### src/rtl/dacif_pkg.sv
package dacif_pkg;
  localparam int CTRL_W  = 4;
  localparam int FAST_BIT = 0;
  localparam int PD_BIT   = 1;
  localparam int REF_LSB  = 2;

  typedef struct packed {
    logic wrHold;
    logic wrCtrl;
    logic load;
  } dacStrobeT;

  typedef enum logic [1:0] {
    REF_EXT_A  = 2'b00,
    REF_INT_LO = 2'b01,
    REF_INT_HI = 2'b10,
    REF_EXT_B  = 2'b11
  } refSelT;
endpackage

### src/rtl/dacif_sync.sv
module dacif_sync #(
  parameter int WIDTH = 1,
  parameter int STAGES = 2,
  parameter logic RESET_VAL = 1'b0
) (
  input  logic             clk,
  input  logic             rstN,
  input  logic [WIDTH-1:0] d,
  output logic [WIDTH-1:0] q
);
  logic [WIDTH-1:0] stage [STAGES];

  always_ff @(posedge clk or negedge rstN) begin
    if (!rstN) stage[0] <= {WIDTH{RESET_VAL}};
    else       stage[0] <= d;
  end

  for (genvar i = 1; i < STAGES; i++) begin : gStage
    always_ff @(posedge clk or negedge rstN) begin
      if (!rstN) stage[i] <= {WIDTH{RESET_VAL}};
      else       stage[i] <= stage[i-1];
    end
  end

  assign q = stage[STAGES-1];
endmodule

### src/rtl/dacif_ctrl.sv
module dacif_ctrl
  import dacif_pkg::*;
#(
  parameter int DATA_W = 12,
  parameter int SYNC_STAGES = 2
) (
  input  logic              clk,
  input  logic              rstN,
  input  logic              csN,
  input  logic              weN,
  input  logic              ldN,
  input  logic              regSel,
  input  logic [DATA_W-1:0] dataIn,
  output dacStrobeT         strb,
  output logic [DATA_W-1:0] wrData
);
  localparam int BUS_W = DATA_W + 1;

  logic [2:0]       pinSync;
  logic [BUS_W-1:0] busSync;
  logic [BUS_W-1:0] busDly;
  logic             weDly;
  logic             csDly;
  logic             weRise;
  logic             wrAny;

  dacif_sync #(.WIDTH(3), .STAGES(SYNC_STAGES), .RESET_VAL(1'b1)) uPinSync (
    .clk(clk), .rstN(rstN), .d({csN, weN, ldN}), .q(pinSync)
  );

  dacif_sync #(.WIDTH(BUS_W), .STAGES(SYNC_STAGES), .RESET_VAL(1'b0)) uBusSync (
    .clk(clk), .rstN(rstN), .d({regSel, dataIn}), .q(busSync)
  );

  always_ff @(posedge clk or negedge rstN) begin
    if (!rstN) begin
      weDly  <= 1'b1;
      csDly  <= 1'b1;
      busDly <= '0;
    end else begin
      weDly  <= pinSync[1];
      csDly  <= pinSync[2];
      busDly <= busSync;
    end
  end

  always_comb begin
    weRise      = pinSync[1] & ~weDly;
    wrAny       = weRise & ~csDly;
    strb.wrHold = wrAny & ~busDly[DATA_W];
    strb.wrCtrl = wrAny &  busDly[DATA_W];
    strb.load   = ~pinSync[0];
    wrData      = busDly[DATA_W-1:0];
  end
endmodule

### src/rtl/dacif_datapath.sv
module dacif_datapath
  import dacif_pkg::*;
#(
  parameter int DATA_W = 12
) (
  input  logic              clk,
  input  logic              rstN,
  input  dacStrobeT         strb,
  input  logic [DATA_W-1:0] wrData,
  output logic [DATA_W-1:0] holdCode,
  output logic [DATA_W-1:0] dacCode,
  output logic              fast,
  output logic              pd,
  output logic              refInternal,
  output logic              refHigh
);
  logic [CTRL_W-1:0] ctrlQ;
  refSelT            refSel;

  always_ff @(posedge clk or negedge rstN) begin
    if (!rstN) holdCode <= '0;
    else if (strb.wrHold) holdCode <= wrData;
  end

  always_ff @(posedge clk or negedge rstN) begin
    if (!rstN) dacCode <= '0;
    else if (strb.load) dacCode <= holdCode;
  end

  always_ff @(posedge clk or negedge rstN) begin
    if (!rstN) ctrlQ <= '0;
    else if (strb.wrCtrl) ctrlQ <= wrData[CTRL_W-1:0];
  end

  always_comb begin
    refSel      = refSelT'(ctrlQ[REF_LSB+1:REF_LSB]);
    fast        = ctrlQ[FAST_BIT];
    pd          = ctrlQ[PD_BIT];
    refInternal = (refSel == REF_INT_LO) || (refSel == REF_INT_HI);
    refHigh     = (refSel == REF_INT_HI);
  end
endmodule

### src/rtl/dacif_top.sv
module dacif_top
  import dacif_pkg::*;
#(
  parameter int DATA_W = 12,
  parameter int SYNC_STAGES = 2
) (
  input  logic              clk,
  input  logic              rstN,
  input  logic              csN,
  input  logic              weN,
  input  logic              ldN,
  input  logic              regSel,
  input  logic [DATA_W-1:0] dataIn,
  output logic [DATA_W-1:0] dacCode,
  output logic              fast,
  output logic              pd,
  output logic              refInternal,
  output logic              refHigh
);
  dacStrobeT         strb;
  logic [DATA_W-1:0] wrData;
  logic [DATA_W-1:0] holdCode;

  dacif_ctrl #(.DATA_W(DATA_W), .SYNC_STAGES(SYNC_STAGES)) uCtrl (
    .clk(clk), .rstN(rstN), .csN(csN), .weN(weN), .ldN(ldN),
    .regSel(regSel), .dataIn(dataIn), .strb(strb), .wrData(wrData)
  );

  dacif_datapath #(.DATA_W(DATA_W)) uData (
    .clk(clk), .rstN(rstN), .strb(strb), .wrData(wrData),
    .holdCode(holdCode), .dacCode(dacCode), .fast(fast), .pd(pd),
    .refInternal(refInternal), .refHigh(refHigh)
  );
endmodule

### config.mk
export PLATFORM = sky130hd
export DESIGN_NAME = dacif_top
export DESIGN_NICKNAME = d
export VERILOG_FILES = /design/src/rtl/dacif_pkg.sv /design/src/rtl/dacif_sync.sv /design/src/rtl/dacif_ctrl.sv /design/src/rtl/dacif_datapath.sv /design/src/rtl/dacif_top.sv
export SDC_FILE = /design/constraint.sdc
export NUM_CORES = 1
export LEC_CHECK = 0
export BUFFER_PORTS_ARGS = -buffer_cell sky130_fd_sc_hd__buf_2
export CELL_PAD_IN_SITES_DETAIL_PLACEMENT = 2
export CELL_PAD_IN_SITES_GLOBAL_PLACEMENT = 2
export CORE_ASPECT_RATIO = 1.2
export CORE_MARGIN = 2
export CORE_UTILIZATION = 40
export CTS_BUF_LIST = sky130_fd_sc_hd__clkbuf_16
export DETAILED_ROUTE_END_ITERATION = 8
export PLACE_DENSITY_LB_ADDON = 0.12
export SETUP_SLACK_MARGIN = 0.15
export SKIP_LAST_GASP = 1
export SYNTH_ARGS = -nofsm -noshare
export SYNTH_HDL_FRONTEND = slang
export SYNTH_SLANG_ARGS = --single-unit
### constraint.sdc
create_clock -name clk -period 2.7 [get_ports clk]
set_input_delay 0 -clock clk [delete_from_list [all_inputs] [get_ports clk]]
set_output_delay 0 -clock clk [all_outputs]
set_load 0.005 [all_outputs]
# Yosys cells after proc, flatten, opt, wreduce, memory -nomap -nowiden

Cells that the tools add are included.
Widths: inputs -> output; s select.

Register bits after elaboration: 75
Word-level logic and storage cells: 20
Input bits: 18
Output and inout bits: 16

Equal/unequal tests: 2
Bitwise operators: 7
Reductions and logical operators: 1

Operators by type and width:

| operator           | count |
|---|---|
| $and 1x1->1        | 4 |
| $not 1->1          | 3 |
| $eq 2x1->1 const B | 1 |
| $eq 2x2->1 const B | 1 |
| $logic_or 1x1->1   | 1 |

# Depth between registers and ports, before layout

Depth in word-level cells: 4
Mapped depth: 3
Depth with buffers taken out: 3

# Hierarchy

A second synthesis with hierarchy kept.

Cell total of the unflattened synthesis: 139
Area, all modules: 2561.2 sq um

Modules (own cells, without submodules):

| module                      | instances | cells each | area each (sq um) | sequential area each (sq um) |
|---|---|---|---|---|
| dacif_datapath              | 1         | 61         | 1133.6            | 700.7 |
| dacif_sync (uCtrl.uBusSync) | 1         | 39         | 748.2             | 650.6 |
| dacif_ctrl                  | 1         | 30         | 499.2             | 377.9 |
| dacif_sync (uCtrl.uPinSync) | 1         | 9          | 180.2             | 157.7 |

# Worst setup path before layout

OpenSTA, ideal clock, no wires.

Path type: flip-flop to flip-flop
From: register uCtrl.uPinSync.stage, in the netlist uCtrl.uPinSync.q[1]
To: register uData.holdCode[10]
Stages on the path, launching flop included: 4
Data required time: 2.575 ns
Arrival time: 1.267 ns
Library setup time: 0.125 ns
Buffers on the path: 1
Slack: 1.308 ns
Clock period less this slack: 1.392 ns
Cell sequence: dfstp_2 -> nor4b_4 -> buf_6 -> mux2_2

Cells in the longest elaborated chain, start to end: 3

RTL lines:

| item                              | RTL line             | source |
|---|---|---|
| from (decl)                       | dacif_sync.sv:11     | `logic [WIDTH-1:0] stage [STAGES];` |
| from (signal, indexed assignment) | dacif_sync.sv:20     | `if (!rstN) stage[i] <= {WIDTH{RESET_VAL}};` |
| from (signal, indexed assignment) | dacif_sync.sv:21     | `else stage[i] <= stage[i-1];` |
| $and 1x1->1                       | dacif_ctrl.sv:48     | `weRise = pinSync[1] & ~weDly;` |
| $and 1x1->1                       | dacif_ctrl.sv:49     | `wrAny = weRise & ~csDly;` |
| $and 1x1->1                       | dacif_ctrl.sv:50     | `strb.wrHold = wrAny & ~busDly[DATA_W];` |
| to (signal assigned)              | dacif_datapath.sv:22 | `else if (strb.wrHold) holdCode <= wrData;` |
| to (decl)                         | dacif_datapath.sv:10 | `output logic [DATA_W-1:0] holdCode,` |

Every way passes these cells.
A chain may end at the register's enable or synchronous reset.

# Worst setup path after layout

From: register uCtrl.uPinSync.stage, in the netlist uCtrl.uPinSync.q[1]
To: register uData.holdCode[2]

The elaborated chain is that of the path after synthesis.

==> flow_summary_export.csv <==
group,metric,value,unit
run_status,outcome,"completed",
synthesis,synthMuxAreaShare,0.138,
sta,fin_crit_sh,0.668,
sta,fmax,555,MHz
synthesis,synthCells,110,
detailed_routing,ant_nets,0,
min_path,hold_end,"uCtrl.uBusSync.stage[17]",
synthesis,yosys-top-cells-count,"67 x dfrtp_1, 28 x mux2_2, 8 x dfstp_2",
setup_path,critPathMaxFanout,12,
clocking,post_cts_buffers,0,
sta,min_period,1.80,ns
min_path,hold_depth,2,
finish,antenna-diode-count,0,
setup_path,crit_path_max_incr_delay,0.71,ns
pwr,cellPowerDensity,934,nW/um^2
sta,slew_viol_final,0,
setup_path,timing.critical_path.slowest_stage_cell,"nor4b_4",
detailed_routing,avgViaCountPerCell,4.68,
synthesis,synth_top_family_by_area,"multiplexers",
floorplanning,start_util,0.407,
pwr,ir_worst_vdd,0.782,mV
synthesis,yosysTopAreaCellShare,0.736,
sta,setup_tns,0,ns
clocking,clock-sinks,75,
synthesis,yosysTopAreaCell,"dfrtp_1",
detailed_routing,drt-initial-drc-count,56,
synthesis,synth-simple-area-share,0.0176,
synthesis,yosysMostFrequentCell,"dfrtp_1",
setup_path,arrival,2.00,ns
finish,syn_to_final_growth,31.1,%
grt,overflow,0,
floorplanning,die_y,86.7,microns
synthesis,synth-seq-cells,75,
placed_design,port_buffers,33,
setup_path,start_kind,"register",
synthesis,syn_area_per_cell,20.7,sq um
sta,rsz0062_at_grt,"no",
floorplanning,die-area,6320,sq um
detailed_routing,wire_per_inst,16.2,microns
sta,slew_headroom,0.400,
sta,finClkSkew,0.00564,ns
setup_path,critPathKind,"register to register",
setup_path,worstPathCellList,"nor4b_4 -> mux2_2",
clocking,clk-insertion-delay-late,0.32,ns
job,max_cap_viol_count,0,
finish,final_core_util,0.534,
grt,grt_pass1_vias,1321,
setup_path,cp-end-kind,"register",
detailed_routing,routed_wl,3870,microns
synthesis,synth_fa_ha_area_frac,0.00549,
floorplanning,pin_count,34,
sta,finalSetupViolations,0,
min_path,hp-class,"input pin to register",
clocking,cts_buffers,9,
detailed_routing,dr.pass1.iters,3,
sta,finalHoldViolCount,0,
floorplanning,die_x,72.9,microns
detailed_routing,drc_errors,0,
setup_path,reg2reg_slack,0.90,ns
synthesis,synth_edf_count,0,
pwr,leakage,1.38,nW
sta,worstMarginPinSlew,0.901,ns
placed_design,dp_hpwl,2230,microns
clocking,cts_resized,0,
clocking,htreeDepth,3,
finish,nNetsFinal,188,
synthesis,synth_compound_area_frac,0,
clocking,cts.clk_slew.worst_paths,0.06,ns
grt,grt_pass1_wl,6640,microns
floorplanning,core_area,5590,sq um
placed_design,place_congestion,0.652,
synthesis,synth_nets,129,
setup_path,r2r-start,"uCtrl.uPinSync.q[1]",
detailed_routing,dr_total_vias,1113,
finish,layout-drive-gt1-share,0.489,
synthesis,synthXorXnorAreaFrac,0,
clocking,ctsHoldBuffers,17,
synthesis,ys_seq_area_frac,0.828,
clocking,clockBufferDepth,2,
floorplanning,row_count,30,
grt,grt_max_degree,76,
setup_path,reg2reg_depth,2,
synthesis,synth.area.top_cells,"dfrtp_1 74%, mux2_2 14%, dfstp_2 9.2%",
clocking,ctsRootBufferMaster,"clkbuf_16",
synthesis,synth_cell_type_count,9,
synthesis,synth_ff_type,"dfrtp_1",
synthesis,yosys_warnings,0,
grt,grt_usage,0.149,
grt,antenna_found_initial,0,
clocking,cts_tree,"built",
setup_path,r2r_end,"uData.holdCode[2]",
synthesis,synth_async_sr_flop_share,1.00,
synthesis,netlist_area,2280,sq um
setup_path,required,2.90,ns
min_path,hp-start,"dataIn[4]",
-- layout make-up --
cell class	instances	area, sq um
Clock buffer	9	225
Clock inverter	7	82.6
Fill cell	497	2610
Inverter	2	7.51
Multi-Input combinational cell	31	368
Sequential cell	75	1890
Tap cell	64	80.1
Timing Repair Buffer	50	338
-- report_power, final --
part / total, mW / internal [mW] / switching, mW / leakage (nW)
logic: 0.243 / 0.149 / 0.0934 / 0.347
registers: 1.33 / 1.27 / 0.0683 / 0.875
clock network: 1.21 / 0.796 / 0.418 / 0.154
total: 2.79 / 2.21 / 0.580 / 1.38
-- stage by stage --
| stage | power [mW] | setup slack (ns) | cells | hold slack, ns | cell area (sq um) |
|---|---|---|---|---|---|
| global placement | 1.56 | 0.975 | 205 | 0.107 | 2510 |
| floorplan | 1.45 | 1.31 | 110 | -0.296 | 2280 |
| detailed placement | 1.59 | 0.917 | 205 | 0.107 | 2510 |
| CTS | 2.85 | 0.852 | 238 | 0.298 | 2990 |
| global route | 2.94 | 0.781 | 238 | 0.319 | 2990 |
| finish | 2.79 | 0.897 | 238 | 0.316 | 2990 |
-- cell families after synthesis --
| family | Yosys count |
|---|---|
| simple gates | 2 |
| fa+ha+maj | 1 |
| buf+inv | 4 |
| mux | 28 |
| flops | 75 |
-- cell usage in the layout (no fill, tap or decap), drive strengths merged --
cell type	netlist	layout
ha	1	1
dfrtp	67	67
clkinv	0	5
dlygate4sd3	0	17
dfstp	8	8
mux2	28	28
buf	2	33
bufinv	0	2
and4bb	1	1
inv	2	2
nor4b	1	1
clkbuf	0	9
-- sequential cells by signal, summed over array words and instances, names as in the netlist --
signal / flops
uCtrl.uBusSync.q: 13
uData.dacCode: 12
uCtrl.csDly: 1
uCtrl.busDly: 13
uCtrl.uBusSync.stage: 13
uData.ctrlQ: 4
uCtrl.weDly: 1
uCtrl.uPinSync.stage: 3
uCtrl.uPinSync.q: 3
uData.holdCode: 12
-- critical path: cells and delay by family (launching register included) --
family / cells / cell delay, ns
multiplexers: 1 / 0.43
flip-flops: 1 / 0.54
AND/OR/NAND/NOR: 1 / 0.71
-- per-layer routing --
| metal | global-route usage | share of wire | up-vias | wire [microns] |
|---|---|---|---|---|
| met1 | 0.167 | 0.38 | 598 | 1470 |
| met5 | 0 | 0 | - | 0 |
| li1 | - | - | 484 | - |
| met3 | 0.0523 | 0.038 | 7 | 145 |
| met4 | 0.0758 | 0.016 | 0 | 63 |
| met2 | 0.248 | 0.56 | 24 | 2180 |
-- worst max path at each step --
stage / from / to / slack (ns) / cells after the start
finish: uCtrl.uPinSync.q[1] / uData.holdCode[2] / 0.90 / 2
global route: uCtrl.uPinSync.q[1] / uData.holdCode[2] / 0.78 / 2
CTS: uCtrl.uPinSync.q[1] / uData.holdCode[2] / 0.85 / 2
detailed placement: uCtrl.uPinSync.q[1] / uData.holdCode[1] / 0.92 / 2
global placement: uCtrl.uPinSync.q[1] / uData.holdCode[10] / 0.98 / 2
floorplan: uCtrl.uPinSync.q[1] / uData.holdCode[10] / 1.31 / 3
No activity file was read; power rests on OpenSTA's default activity.
